## src/rtl/dbg_bridge_pkg.sv

```systemverilog
`timescale 1ns/1ps
package dbg_bridge_pkg;

    localparam int ADDR_W = 16;
    localparam int HALF_W = 16;
    localparam int WORD_W = 2 * HALF_W;

    // Which window a debug address falls in
    typedef enum logic [2:0] {
        WIN_ERR,
        WIN_DIR_LO,
        WIN_DIR_HI,
        WIN_IND_ADDR,
        WIN_IND_LO,
        WIN_IND_HI
    } win_e;

    typedef struct packed {
        win_e              win;
        logic [ADDR_W-1:0] idx;
    } dec_t;

    typedef struct packed {
        logic              we;
        logic [ADDR_W-1:0] addr;
        logic [WORD_W-1:0] wdata;
    } core_cmd_t;

    typedef enum logic [1:0] {
        ST_IDLE,
        ST_CORE,
        ST_RESP
    } st_e;

    function automatic logic [HALF_W-1:0] pick_half(input logic [WORD_W-1:0] w, input logic hi);
        return hi ? w[WORD_W-1 -: HALF_W] : w[HALF_W-1:0];
    endfunction

endpackage

```

## src/rtl/dbg_addr_decode.sv

```systemverilog
`timescale 1ns/1ps
module dbg_addr_decode
    import dbg_bridge_pkg::*;
#(
    parameter logic [ADDR_W-1:0] IND_BASE = 16'h0200,
    parameter logic [ADDR_W-1:0] DIR_BASE = 16'h0400,
    parameter int unsigned       DIR_REGS = 4096
) (
    input  logic [ADDR_W-1:0] addr,
    output dec_t              dec
);
    localparam int LW = ADDR_W + 1;
    localparam logic [LW-1:0] REG_LIMIT = LW'(DIR_REGS);

    logic [ADDR_W-1:0] off;

    always_comb begin
        off     = addr - DIR_BASE;
        dec.win = WIN_ERR;
        dec.idx = '0;
        if (addr >= DIR_BASE) begin
            if ({2'b00, off[ADDR_W-1:1]} < REG_LIMIT) begin
                dec.idx = {1'b0, off[ADDR_W-1:1]};
                dec.win = off[0] ? WIN_DIR_HI : WIN_DIR_LO;
            end
        end else if (addr == IND_BASE) begin
            dec.win = WIN_IND_ADDR;
        end else if (addr == IND_BASE + 16'd1) begin
            dec.win = WIN_IND_LO;
        end else if (addr == IND_BASE + 16'd2) begin
            dec.win = WIN_IND_HI;
        end
    end

endmodule

```

## src/rtl/dbg_core_port.sv

```systemverilog
`timescale 1ns/1ps
module dbg_core_port
    import dbg_bridge_pkg::*;
(
    input  logic              clk,
    input  logic              rst,
    input  logic              start,
    input  core_cmd_t         cmd,
    output logic              done,
    output logic              core_req,
    input  logic              core_ack,
    output logic              core_we,
    output logic [ADDR_W-1:0] core_addr,
    output logic [WORD_W-1:0] core_wdata
);
    core_cmd_t cmd_q;
    logic      req_q;

    always_ff @(posedge clk) begin
        if (rst) begin
            req_q <= 1'b0;
            cmd_q <= '0;
        end else if (!req_q && start) begin
            req_q <= 1'b1;
            cmd_q <= cmd;
        end else if (req_q && core_ack) begin
            req_q <= 1'b0;
        end
    end

    assign done       = req_q && core_ack;
    assign core_req   = req_q;
    assign core_we    = cmd_q.we;
    assign core_addr  = cmd_q.addr;
    assign core_wdata = cmd_q.wdata;

    // request fields frozen until the core acknowledges
    a_r8_hold: assert property (@(posedge clk) disable iff (rst)
        core_req && !core_ack |=> core_req && $stable(core_addr) && $stable(core_we) && $stable(core_wdata));

endmodule

```

## src/rtl/dbg_reg_bridge.sv

```systemverilog
`timescale 1ns/1ps
module dbg_reg_bridge
    import dbg_bridge_pkg::*;
#(
    parameter logic [ADDR_W-1:0] IND_BASE = 16'h0200,
    parameter logic [ADDR_W-1:0] DIR_BASE = 16'h0400,
    parameter int unsigned       DIR_REGS = 4096
) (
    input  logic              clk,
    input  logic              rst,
    input  logic              req_valid,
    output logic              req_ready,
    input  logic              req_write,
    input  logic [ADDR_W-1:0] req_addr,
    input  logic [HALF_W-1:0] req_wdata,
    output logic              rsp_valid,
    input  logic              rsp_ready,
    output logic              rsp_error,
    output logic [HALF_W-1:0] rsp_rdata,
    output logic              core_req,
    input  logic              core_ack,
    output logic              core_we,
    output logic [ADDR_W-1:0] core_addr,
    output logic [WORD_W-1:0] core_wdata,
    input  logic [WORD_W-1:0] core_rdata
);
    st_e               st;
    dec_t              dec;
    logic              acc;
    logic              done;

    // Staging and kept-word state
    logic [HALF_W-1:0] stage_lo;
    logic [WORD_W-1:0] keep_word;
    logic [ADDR_W-1:0] keep_idx;
    logic              keep_ok;
    logic [ADDR_W-1:0] ind_addr;
    logic [HALF_W-1:0] ind_wlo;
    logic [WORD_W-1:0] ind_rword;
    logic              pend_hi;
    logic              pend_ind;
    logic              err_q;
    logic [HALF_W-1:0] data_q;

    // Per-request decisions
    logic              start;
    core_cmd_t         cmd;
    logic              loc_err;
    logic [HALF_W-1:0] loc_data;
    logic              p_hi;
    logic              p_ind;
    logic              set_stage;
    logic              set_iaddr;
    logic              set_iwlo;

    dbg_addr_decode #(
        .IND_BASE (IND_BASE),
        .DIR_BASE (DIR_BASE),
        .DIR_REGS (DIR_REGS)
    ) u_dec (
        .addr (req_addr),
        .dec  (dec)
    );

    dbg_core_port u_port (
        .clk        (clk),
        .rst        (rst),
        .start      (start),
        .cmd        (cmd),
        .done       (done),
        .core_req   (core_req),
        .core_ack   (core_ack),
        .core_we    (core_we),
        .core_addr  (core_addr),
        .core_wdata (core_wdata)
    );

    assign acc       = req_valid && (st == ST_IDLE);
    assign req_ready = (st == ST_IDLE);
    assign rsp_valid = (st == ST_RESP);
    assign rsp_error = err_q;
    assign rsp_rdata = data_q;

    always_comb begin
        start     = 1'b0;
        cmd       = '0;
        loc_err   = 1'b0;
        loc_data  = '0;
        p_hi      = 1'b0;
        p_ind     = 1'b0;
        set_stage = 1'b0;
        set_iaddr = 1'b0;
        set_iwlo  = 1'b0;
        if (acc) begin
            unique case (dec.win)
                WIN_DIR_LO: begin
                    if (req_write) begin
                        set_stage = 1'b1;
                    end else begin
                        start    = 1'b1;
                        cmd.addr = dec.idx;
                    end
                end
                WIN_DIR_HI: begin
                    if (req_write) begin
                        start     = 1'b1;
                        cmd.we    = 1'b1;
                        cmd.addr  = dec.idx;
                        cmd.wdata = {req_wdata, stage_lo};
                    end else if (keep_ok && keep_idx == dec.idx) begin
                        loc_data = pick_half(keep_word, 1'b1);
                    end else begin
                        start    = 1'b1;
                        cmd.addr = dec.idx;
                        p_hi     = 1'b1;
                    end
                end
                WIN_IND_ADDR: begin
                    if (req_write) set_iaddr = 1'b1;
                    else           loc_data  = ind_addr;
                end
                WIN_IND_LO: begin
                    if (req_write) begin
                        set_iwlo = 1'b1;
                    end else begin
                        start    = 1'b1;
                        cmd.addr = ind_addr;
                        p_ind    = 1'b1;
                    end
                end
                WIN_IND_HI: begin
                    if (req_write) begin
                        start     = 1'b1;
                        cmd.we    = 1'b1;
                        cmd.addr  = ind_addr;
                        cmd.wdata = {req_wdata, ind_wlo};
                    end else begin
                        loc_data = pick_half(ind_rword, 1'b1);
                    end
                end
                default: loc_err = 1'b1;
            endcase
        end
    end

    always_ff @(posedge clk) begin
        if (rst) begin
            st        <= ST_IDLE;
            err_q     <= 1'b0;
            data_q    <= '0;
            stage_lo  <= '0;
            keep_word <= '0;
            keep_idx  <= '0;
            keep_ok   <= 1'b0;
            ind_addr  <= '0;
            ind_wlo   <= '0;
            ind_rword <= '0;
            pend_hi   <= 1'b0;
            pend_ind  <= 1'b0;
        end else begin
            if (set_stage) stage_lo <= req_wdata;
            if (set_iaddr) ind_addr <= req_wdata;
            if (set_iwlo)  ind_wlo  <= req_wdata;
            unique case (st)
                ST_IDLE: begin
                    if (acc) begin
                        if (start) begin
                            st       <= ST_CORE;
                            pend_hi  <= p_hi;
                            pend_ind <= p_ind;
                        end else begin
                            st     <= ST_RESP;
                            err_q  <= loc_err;
                            data_q <= loc_data;
                        end
                    end
                end
                ST_CORE: begin
                    if (done) begin
                        st    <= ST_RESP;
                        err_q <= 1'b0;
                        if (core_we) begin
                            data_q  <= '0;
                            keep_ok <= 1'b0;
                        end else begin
                            data_q <= pick_half(core_rdata, pend_hi);
                            if (pend_ind) begin
                                ind_rword <= core_rdata;
                            end else begin
                                keep_word <= core_rdata;
                                keep_idx  <= core_addr;
                                keep_ok   <= 1'b1;
                            end
                        end
                    end
                end
                ST_RESP: begin
                    if (rsp_ready) st <= ST_IDLE;
                end
                default: st <= ST_IDLE;
            endcase
        end
    end

    // response follows the core acknowledge by one cycle
    a_r9_rsp_after_ack: assert property (@(posedge clk) disable iff (rst)
        core_req && core_ack |=> rsp_valid && !rsp_error);

    // a stalled response keeps its contents
    a_r2_rsp_hold: assert property (@(posedge clk) disable iff (rst)
        rsp_valid && !rsp_ready |=> rsp_valid && $stable(rsp_rdata) && $stable(rsp_error));

    // no acceptance while a core access is in flight
    a_r2_no_accept: assert property (@(posedge clk) disable iff (rst)
        core_req |-> !req_ready && !rsp_valid);

    // low base-register addresses give an error and leave the core idle
    a_r10_base_err: assert property (@(posedge clk) disable iff (rst)
        req_valid && req_ready && (req_addr < IND_BASE) |=> rsp_valid && rsp_error && !core_req);

    // error responses carry zero data
    a_r11_err_zero: assert property (@(posedge clk) disable iff (rst)
        rsp_valid && rsp_error |-> rsp_rdata == '0);

endmodule

```

## config.mk

```make
export PLATFORM = sky130hd
export DESIGN_NAME = dbg_reg_bridge
export DESIGN_NICKNAME = d
export VERILOG_FILES = /design/src/rtl/dbg_bridge_pkg.sv /design/src/rtl/dbg_addr_decode.sv /design/src/rtl/dbg_core_port.sv /design/src/rtl/dbg_reg_bridge.sv
export SDC_FILE = /design/constraint.sdc
export NUM_CORES = 1
export LEC_CHECK = 0
export BUFFER_PORTS_ARGS = -buffer_cell sky130_fd_sc_hd__buf_4
export CAP_MARGIN = 5
export CORE_MARGIN = 2
export CORE_UTILIZATION = 60
export CTS_CLUSTER_DIAMETER = 80
export DETAILED_ROUTE_END_ITERATION = 7
export HOLD_SLACK_MARGIN = 0.06
export PLACE_DENSITY = 0.82
export SLEW_MARGIN = 20
export SYNTH_ARGS = -nofsm -noshare
export SYNTH_HDL_FRONTEND = slang
export SYNTH_SLANG_ARGS = --single-unit
```

## constraint.sdc

```tcl
create_clock -name clk -period 6.64 [get_ports clk]
set_input_delay 0.664 -clock clk [delete_from_list [all_inputs] [get_ports clk]]
set_output_delay 0.664 -clock clk [all_outputs]
set_load 0.01 [all_outputs]
```

# Word level (Yosys, flattened, before mapping)
# Index checks and enable logic that the tools add are counted.
dict set report totals {
  out_inout_bits 69
  reg_bits 200
}
dict set report op_classes {
  muxes 55
  n_lt_le_gt_ge 2
  addsub 1
  n_reduce_logical 16
  bitwise_logic 2
  n_eq_ne 16
}
# operator count
set ops {}
lappend ops {{2-to-1 mux 16 bit} 13}
lappend ops {{2-to-1 mux 49 bit} 2}
lappend ops {{case mux 16 bit (4 select lines)} 1}
lappend ops {{case mux 32 bit (2 select lines)} 1}
lappend ops {{== test 16 x 10 -> 1 bit, second input constant} 3}
lappend ops {{case mux 16 bit (3 select lines)} 1}
lappend ops {{2-to-1 mux 32 bit} 1}
lappend ops {{case mux 16 bit (2 select lines)} 1}
lappend ops {{2-to-1 mux 1 bit} 21}
lappend ops {{2-to-1 mux 19 bit} 1}
lappend ops {{== test 16 bit} 1}
lappend ops {{>= comparator 16 x 11 -> 1 bit, second input constant} 1}
lappend ops {{subtractor 16 x 11 -> 16 bit, second input constant} 1}
lappend ops {{< comparator 15 x 13 -> 1 bit, second input constant} 1}
lappend ops {{2-to-1 mux 3 bit} 4}
lappend ops {{AND reduction 4 bit} 3}
lappend ops {{2-to-1 mux 2 bit} 5}
lappend ops {{AND reduction 3 bit} 3}
lappend ops {{== test 3 x 2 -> 1 bit, second input constant} 2}
lappend ops {{== test 3 bit, second input constant} 2}
lappend ops {{inequality test 2 x 1 -> 1 bit, second input constant} 3}
lappend ops {{case mux 2 bit (3 select lines)} 1}
lappend ops {{OR reduction 5 bit} 1}
lappend ops {{logical AND 1 bit} 4}
lappend ops {{other kinds (11)} 15}

# Longest topological paths before layout
dict set report depth {
  depth_word 13
  depth_mapped 14
  ltp_nobuf 11
}

# Hierarchy
# Synthesis repeated with hierarchy kept, for this count alone.
dict set report unflattened {
  hier_cells 1056
  area_unflattened_um2 8459.4
}
# mod instances cells_each area_each_um2 seq_area_each_um2
set by_module_without_submodules {}
lappend by_module_without_submodules {dbg_reg_bridge 1 787 5899.4 2362.3}
lappend by_module_without_submodules {dbg_core_port 1 227 2260.9 1001.0}
lappend by_module_without_submodules {dbg_addr_decode 1 42 299.0 0.0}

# Worst setup path before layout
# Ideal clock, no wire load.
dict set report synth_timing {
  path_kind {input to register}
  start {input port req_addr[10]}
  end {register data_q[10], in the netlist rsp_rdata[10]}
  t_required_ns 6.500
  arrival_time_ns 3.275
  setup_slack_ns 3.225
  cell_stages 13
  setup_time_ns 0.140
  path_buffers 2
  cell_sequence {inv_1 -> ha_1 -> or2_2 -> a221oi_1 -> o211a_1 -> buf_4 -> o21ai_1 -> a211oi_2 -> nand4_2 -> a21o_1 -> buf_2 -> a221oi_2 -> a211oi_2}
}
dict set report synth_via {
  elab_chain_cells 12
}
# element line_no
set synth_lines {}
lappend synth_lines {{start, declared} dbg_reg_bridge.sv:14} ;# input logic [ADDR_W-1:0] req_addr,
lappend synth_lines {{subtractor 16 x 11 -> 16 bit} dbg_addr_decode.sv:18} ;# off = addr - DIR_BASE;
lappend synth_lines {{< comparator 15 x 13 -> 1 bit} dbg_addr_decode.sv:22} ;# if ({2'b00, off[ADDR_W-1:1]} < REG_LIMIT) begin
lappend synth_lines {{2-to-1 mux 19 bit} dbg_addr_decode.sv:22}
lappend synth_lines {{2-to-1 mux 16 bit} dbg_addr_decode.sv:21} ;# if (addr >= DIR_BASE) begin
lappend synth_lines {{== test 16 bit} dbg_reg_bridge.sv:110} ;# end else if (keep_ok && keep_idx == dec.idx) begin
lappend synth_lines {{logical AND 1 bit} dbg_reg_bridge.sv:110}
lappend synth_lines {{2-to-1 mux 1 bit or 2-to-1 mux 16 bit (tied branches)} dbg_reg_bridge.sv:110}
lappend synth_lines {{2-to-1 mux 1 bit or 2-to-1 mux 16 bit (tied branches)} dbg_reg_bridge.sv:105} ;# if (req_write) begin
lappend synth_lines {{case mux 1 bit (3 select lines) or case mux 16 bit (3 select lines) (tied branches)} dbg_reg_bridge.sv:95} ;# unique case (dec.win)
lappend synth_lines {{2-to-1 mux 1 bit or 2-to-1 mux 16 bit (tied branches)} {dbg_reg_bridge.sv:94, dbg_reg_bridge.sv:167}}
lappend synth_lines {{inequality test 2 bit (no source line) or 2-to-1 mux 16 bit (tied branches)} n/a}
lappend synth_lines {{AND reduction 4 bit (no source line) or case mux 16 bit (2 select lines) (tied branches)} n/a}
lappend synth_lines {{end signal, assigned} dbg_reg_bridge.sv:174} ;# data_q <= loc_data;
lappend synth_lines {{end signal, assigned} dbg_reg_bridge.sv:186} ;# data_q <= pick_half(core_rdata, pend_hi);
lappend synth_lines {{end, declared} dbg_reg_bridge.sv:43} ;# logic [HALF_W-1:0] data_q;
# Parallel ways exist; a longest one is shown, timed or not. The select of a mux whose other input is x is not followed.
# A chain may end at the register's enable or synchronous reset.

# Worst setup path in the final report
dict set report layout_timing {
  start {input port req_addr[10]}
  end {register u_port.cmd_q (netlist bit u_port.core_wdata[10])}
}
dict set report layout_via {
  elab_chain_cells 11
}
# element line_no
set layout_lines {}
lappend layout_lines {{subtractor 16 x 11 -> 16 bit} dbg_addr_decode.sv:18}
lappend layout_lines {{< comparator 15 x 13 -> 1 bit} dbg_addr_decode.sv:22}
lappend layout_lines {{2-to-1 mux 19 bit} dbg_addr_decode.sv:22}
lappend layout_lines {{2-to-1 mux 16 bit} dbg_addr_decode.sv:21}
lappend layout_lines {{== test 16 bit} dbg_reg_bridge.sv:110}
lappend layout_lines {{logical AND 1 bit} dbg_reg_bridge.sv:110}
lappend layout_lines {{2-to-1 mux 1 bit} dbg_reg_bridge.sv:110}
lappend layout_lines {{2-to-1 mux 1 bit} dbg_reg_bridge.sv:105}
lappend layout_lines {{case mux 1 bit (3 select lines)} dbg_reg_bridge.sv:95}
lappend layout_lines {{2-to-1 mux 1 bit} dbg_reg_bridge.sv:94} ;# if (acc) begin
lappend layout_lines {{logical AND 1 bit} dbg_core_port.sv:23} ;# end else if (!req_q && start) begin
lappend layout_lines {{end signal, assigned} dbg_core_port.sv:25} ;# cmd_q <= cmd;
lappend layout_lines {{end, declared} dbg_core_port.sv:16} ;# core_cmd_t cmd_q;
# Parallel ways exist; a longest one is shown, timed or not.

==> results.md <==
- Switching part of the total: 0.234
- Routed vias: 7165
- Core area: 12100 sq um
- YS warnings: 0
- CTS H-tree depth: 4
- Sink Count: 168
- Gate power share: 0.084
- Slew Limit Headroom: 0.258
- Chip height: between 100 and 150 microns
- Sw Pwr: around 0.52 mW
- Vias per Instance: 6.11
- Synth unique cells: 53
- Area contributors post-synth: dfxtp_1 (45%), nand2_1 (9.7%), a21oi_1 (6.2%), mux2i_1 (4.6%), a22oi_1 (3.3%)
- TritonCTS Buffers: 17
- Largest stage delay, worst path: a little under 0.8 ns
- Clk_skew: ~0.0076 ns
- Status: finished, final reports clean
- Residual DRC count: 0
- DRT Pass-1 Iters: 5
- Post-cts sizing count: 0
- Setup crit start kind: input pin
- Vias in the first global route: 6532
- Hold_buf cts: 0
- WL/cell: 18.1 microns
- P_int: 1.70 mW
- Initial antenna violation count: 0
- Cell count after synthesis: slightly below 900
- Total track usage: 0.321
- Largest net degree at the start of global routing: 70
- Die area: roughly 13000 sq um
- Met1 wire length: between 8000 and 9000 microns
- Metal2 WL: roughly 10000 microns
- Synth async-reset ratio: 0
- Syn_nets: roughly 970
- Clk network pwr share: 0.452
- First-pass GRT wire length: approximately 33000 microns
- Layout area overhead: 21.9%
- Crit. End Element: register
- CP Cell Sequence: buf_4 -> inv_1 -> ha_1 -> or2_2 -> a221oi_1 -> o211ai_2 -> o21ai_0 -> a211oi_1 -> nand4_2 -> nand3_2 -> buf_4 -> o31ai_1
- Fmax: approximately 0.24 GHz
- Setup TNS: 0 ns
- Root Driver: clkbuf_16
- Top Metal Used: met4
- GRT overflow: 0
- Worst-Skew Late Latency: 0.43 ns
- Min Tclk post-route: roughly 4.2 ns
- Final ANT Viol Nets: 0
- Pleak: ~3.3 nW
- Hold Crit Class: register to register
- CTS clk-pin slew, worst paths: roughly 0.070 ns
- WHS: ~0.45 ns
- Data required, critical path: about 7.0 ns
- Final nets: ~1100
- Sequential-to-total area share from yosys stat: 0.453
- Share of layout cells above drive strength 1: 0.211
- Setup bufs post-CTS: 0
- Final hold vios: 0
- Power Dens Cells: between 200 and 250 nW/um^2
- Synth Cell Area: approximately 7400 sq um
- CTS tree: yes
- Slew Limit Fails: 0
- Num rows: 40
- Arr. time, crit path: 4.49 ns
- N_diodes: 0
- Final WL: approximately 21000 microns
- Seq pwr share: 0.464
- Pre-CTS setup slack: approximately 2.1 ns
- Worst Path Buf+Inv: 3
- PnR worst setup slack: approximately 2.5 ns
- Area leader, netlist: dfxtp_1
- GPL Wtd Cong: approximately 0.91
- Worst VDD drop: ~0.16 mV
- Top cell type's share of synthesized area: 0.453
- Initial drt markers: roughly 830
- Port bufs: between 100 and 150
- Slowest-stage cell, CP: nand3_2
- Share of the clock period used by the worst path: 0.626
- Critical path fanouts, max: 56
- Setup violators final: 0
- Die width: about 120 microns
- Critical path type: input pin to register
- Main flop type after synthesis: dfxtp_1
- Clock Tree Buf Depth: 2
- Fin util: 0.750
- Most common cell on crit path: buf_4
- Starting Density: 0.616
- Post-synth EDFFs: 0
- Io pins: approximately 140
- Syn_area_per_cell: around 8.3 sq um
- Post-synthesis register bit count: ~170
- Max_cap viols: 0
- Met3 wire length: ~1900 microns
- Post-DP HPWL: 14300 microns
- CP top delay family: compound AO/OA/AOI/OAI gates
- Unrepaired setup endpoints after global routing: no
- Least-Margin Pin Slew: ~1.1 ns
## flip-flops by register name, indices dropped and copies added (netlist names), 2 cells and up
signal	flops
u_port.core_wdata	32
ind_addr	16
ind_rword	16
ind_wlo	16
keep_idx	16
keep_word	16
rsp_rdata	16
stage_lo	16
u_port.core_addr	16
st	2
## placed cells by master (no fill, tap or decap), drive strengths merged, types with 2 or more instances in the layout
cell        n
xor2        2
o211ai      3
and2        3
a221oi     30
nor4        6
a21o        2
nor2       39
o21ai      27
nor2b      14
inv        28
nor3       18
clkbuf     21
xnor2       3
clkinvlp    3
nand2     191
nand4       4
clkinv      3
o22ai      18
a22oi      34
o31ai      17
buf       147
nand3b      3
and3        5
nand3      47
or3         3
a211oi     19
ha          2
a21oi      92
o211a       2
bufinv      3
mux2i      34
dfxtp     168
nand2b      5
## synthesized netlist by cell type (4+ instances only)
cell      number
nand2b_1       5
dfxtp_1      168
a221oi_2      10
a221oi_1      20
a21oi_1       92
nand3_1       47
o31ai_1       17
a22oi_1       33
nor4_1         5
buf_2          7
nor2_1        39
a211oi_2      12
nor3_1        18
nand2_1      191
o21ai_0       23
mux2i_1       34
a211oi_1       7
buf_6          4
nor2b_1       14
clkbuf_1      55
o22ai_1       18
inv_1         25
and3_1         5
## cell type report
| class | instances | area, sq um |
|---|---|---|
| clock buffer | 21 | 450 |
| clock inverter | 11 | 145 |
| fill | 891 | 3010 |
| inverter | 26 | 97.6 |
| multi-input combinational | 631 | 3680 |
| sequential | 168 | 3360 |
| tap | 168 | 210 |
| timing repair buffer | 147 | 1110 |
## metal layers
layer / global-route usage / vias up
met5: 0 / -
met4: 0.133 / 0
met3: 0.0791 / 56
met2: 0.508 / 358
met1: 0.423 / 3383
li1: - / 3368
## metrics by stage
stage,power (mW),cells,cell area (sq um)
2_1_floorplan,1.15,893,7420
5_1_grt,2.28,1172,9050
4_1_cts,2.22,1171,9040
3_5_place_dp,1.24,1139,8440
3_3_place_gp,1.24,1139,8440
6_report,2.22,1172,9050
## worst paths after layout
kind | slack [ns] | end | startpoint | cells past startpoint
worst min-delay path | 0.45 | ind_wlo[7] | ind_wlo[7] | 2
worst max-delay path | 2.49 | u_port.core_wdata[10] | req_addr[10] | 12
worst max register to register | 3.57 | u_port.core_wdata[10] | keep_idx[15] | 8
worst min register to register | 0.45 | ind_wlo[7] | ind_wlo[7] | 2
## worst register-to-register path, stage by stage (launching register included)
cell and delay (ns):
dfxtp_1 0.31, nor4_1 0.46, o211ai_1 0.19, a211oi_2 0.33, nand4_2 0.20, nand3_2 0.76
buf_4 0.49, nand3_1 0.13, o31ai_1 0.11
## kinds of logic after synthesis
family	share of synthesized area
and+or+nand+nor	0.206
AOI/OAI and AO/OA	0.232
DFF	0.453
buffers and inverters	0.0533
muxes	0.0458
xor gates and xnor gates	0.00590
adders and majority gates	0.00337
## power groups by stage
| stage | Clock, mW | Combinational [mW] | Sequential (mW) |
|---|---|---|---|
| after floorplan | 0 | 0.0956 | 1.06 |
| after global placement | 0 | 0.182 | 1.05 |
| after detailed placement | 0 | 0.184 | 1.05 |
| after CTS | 1.00 | 0.185 | 1.03 |
| after global routing | 1.05 | 0.201 | 1.03 |
| final | 1.00 | 0.187 | 1.03 |
(Power assumes the default switching activity.)
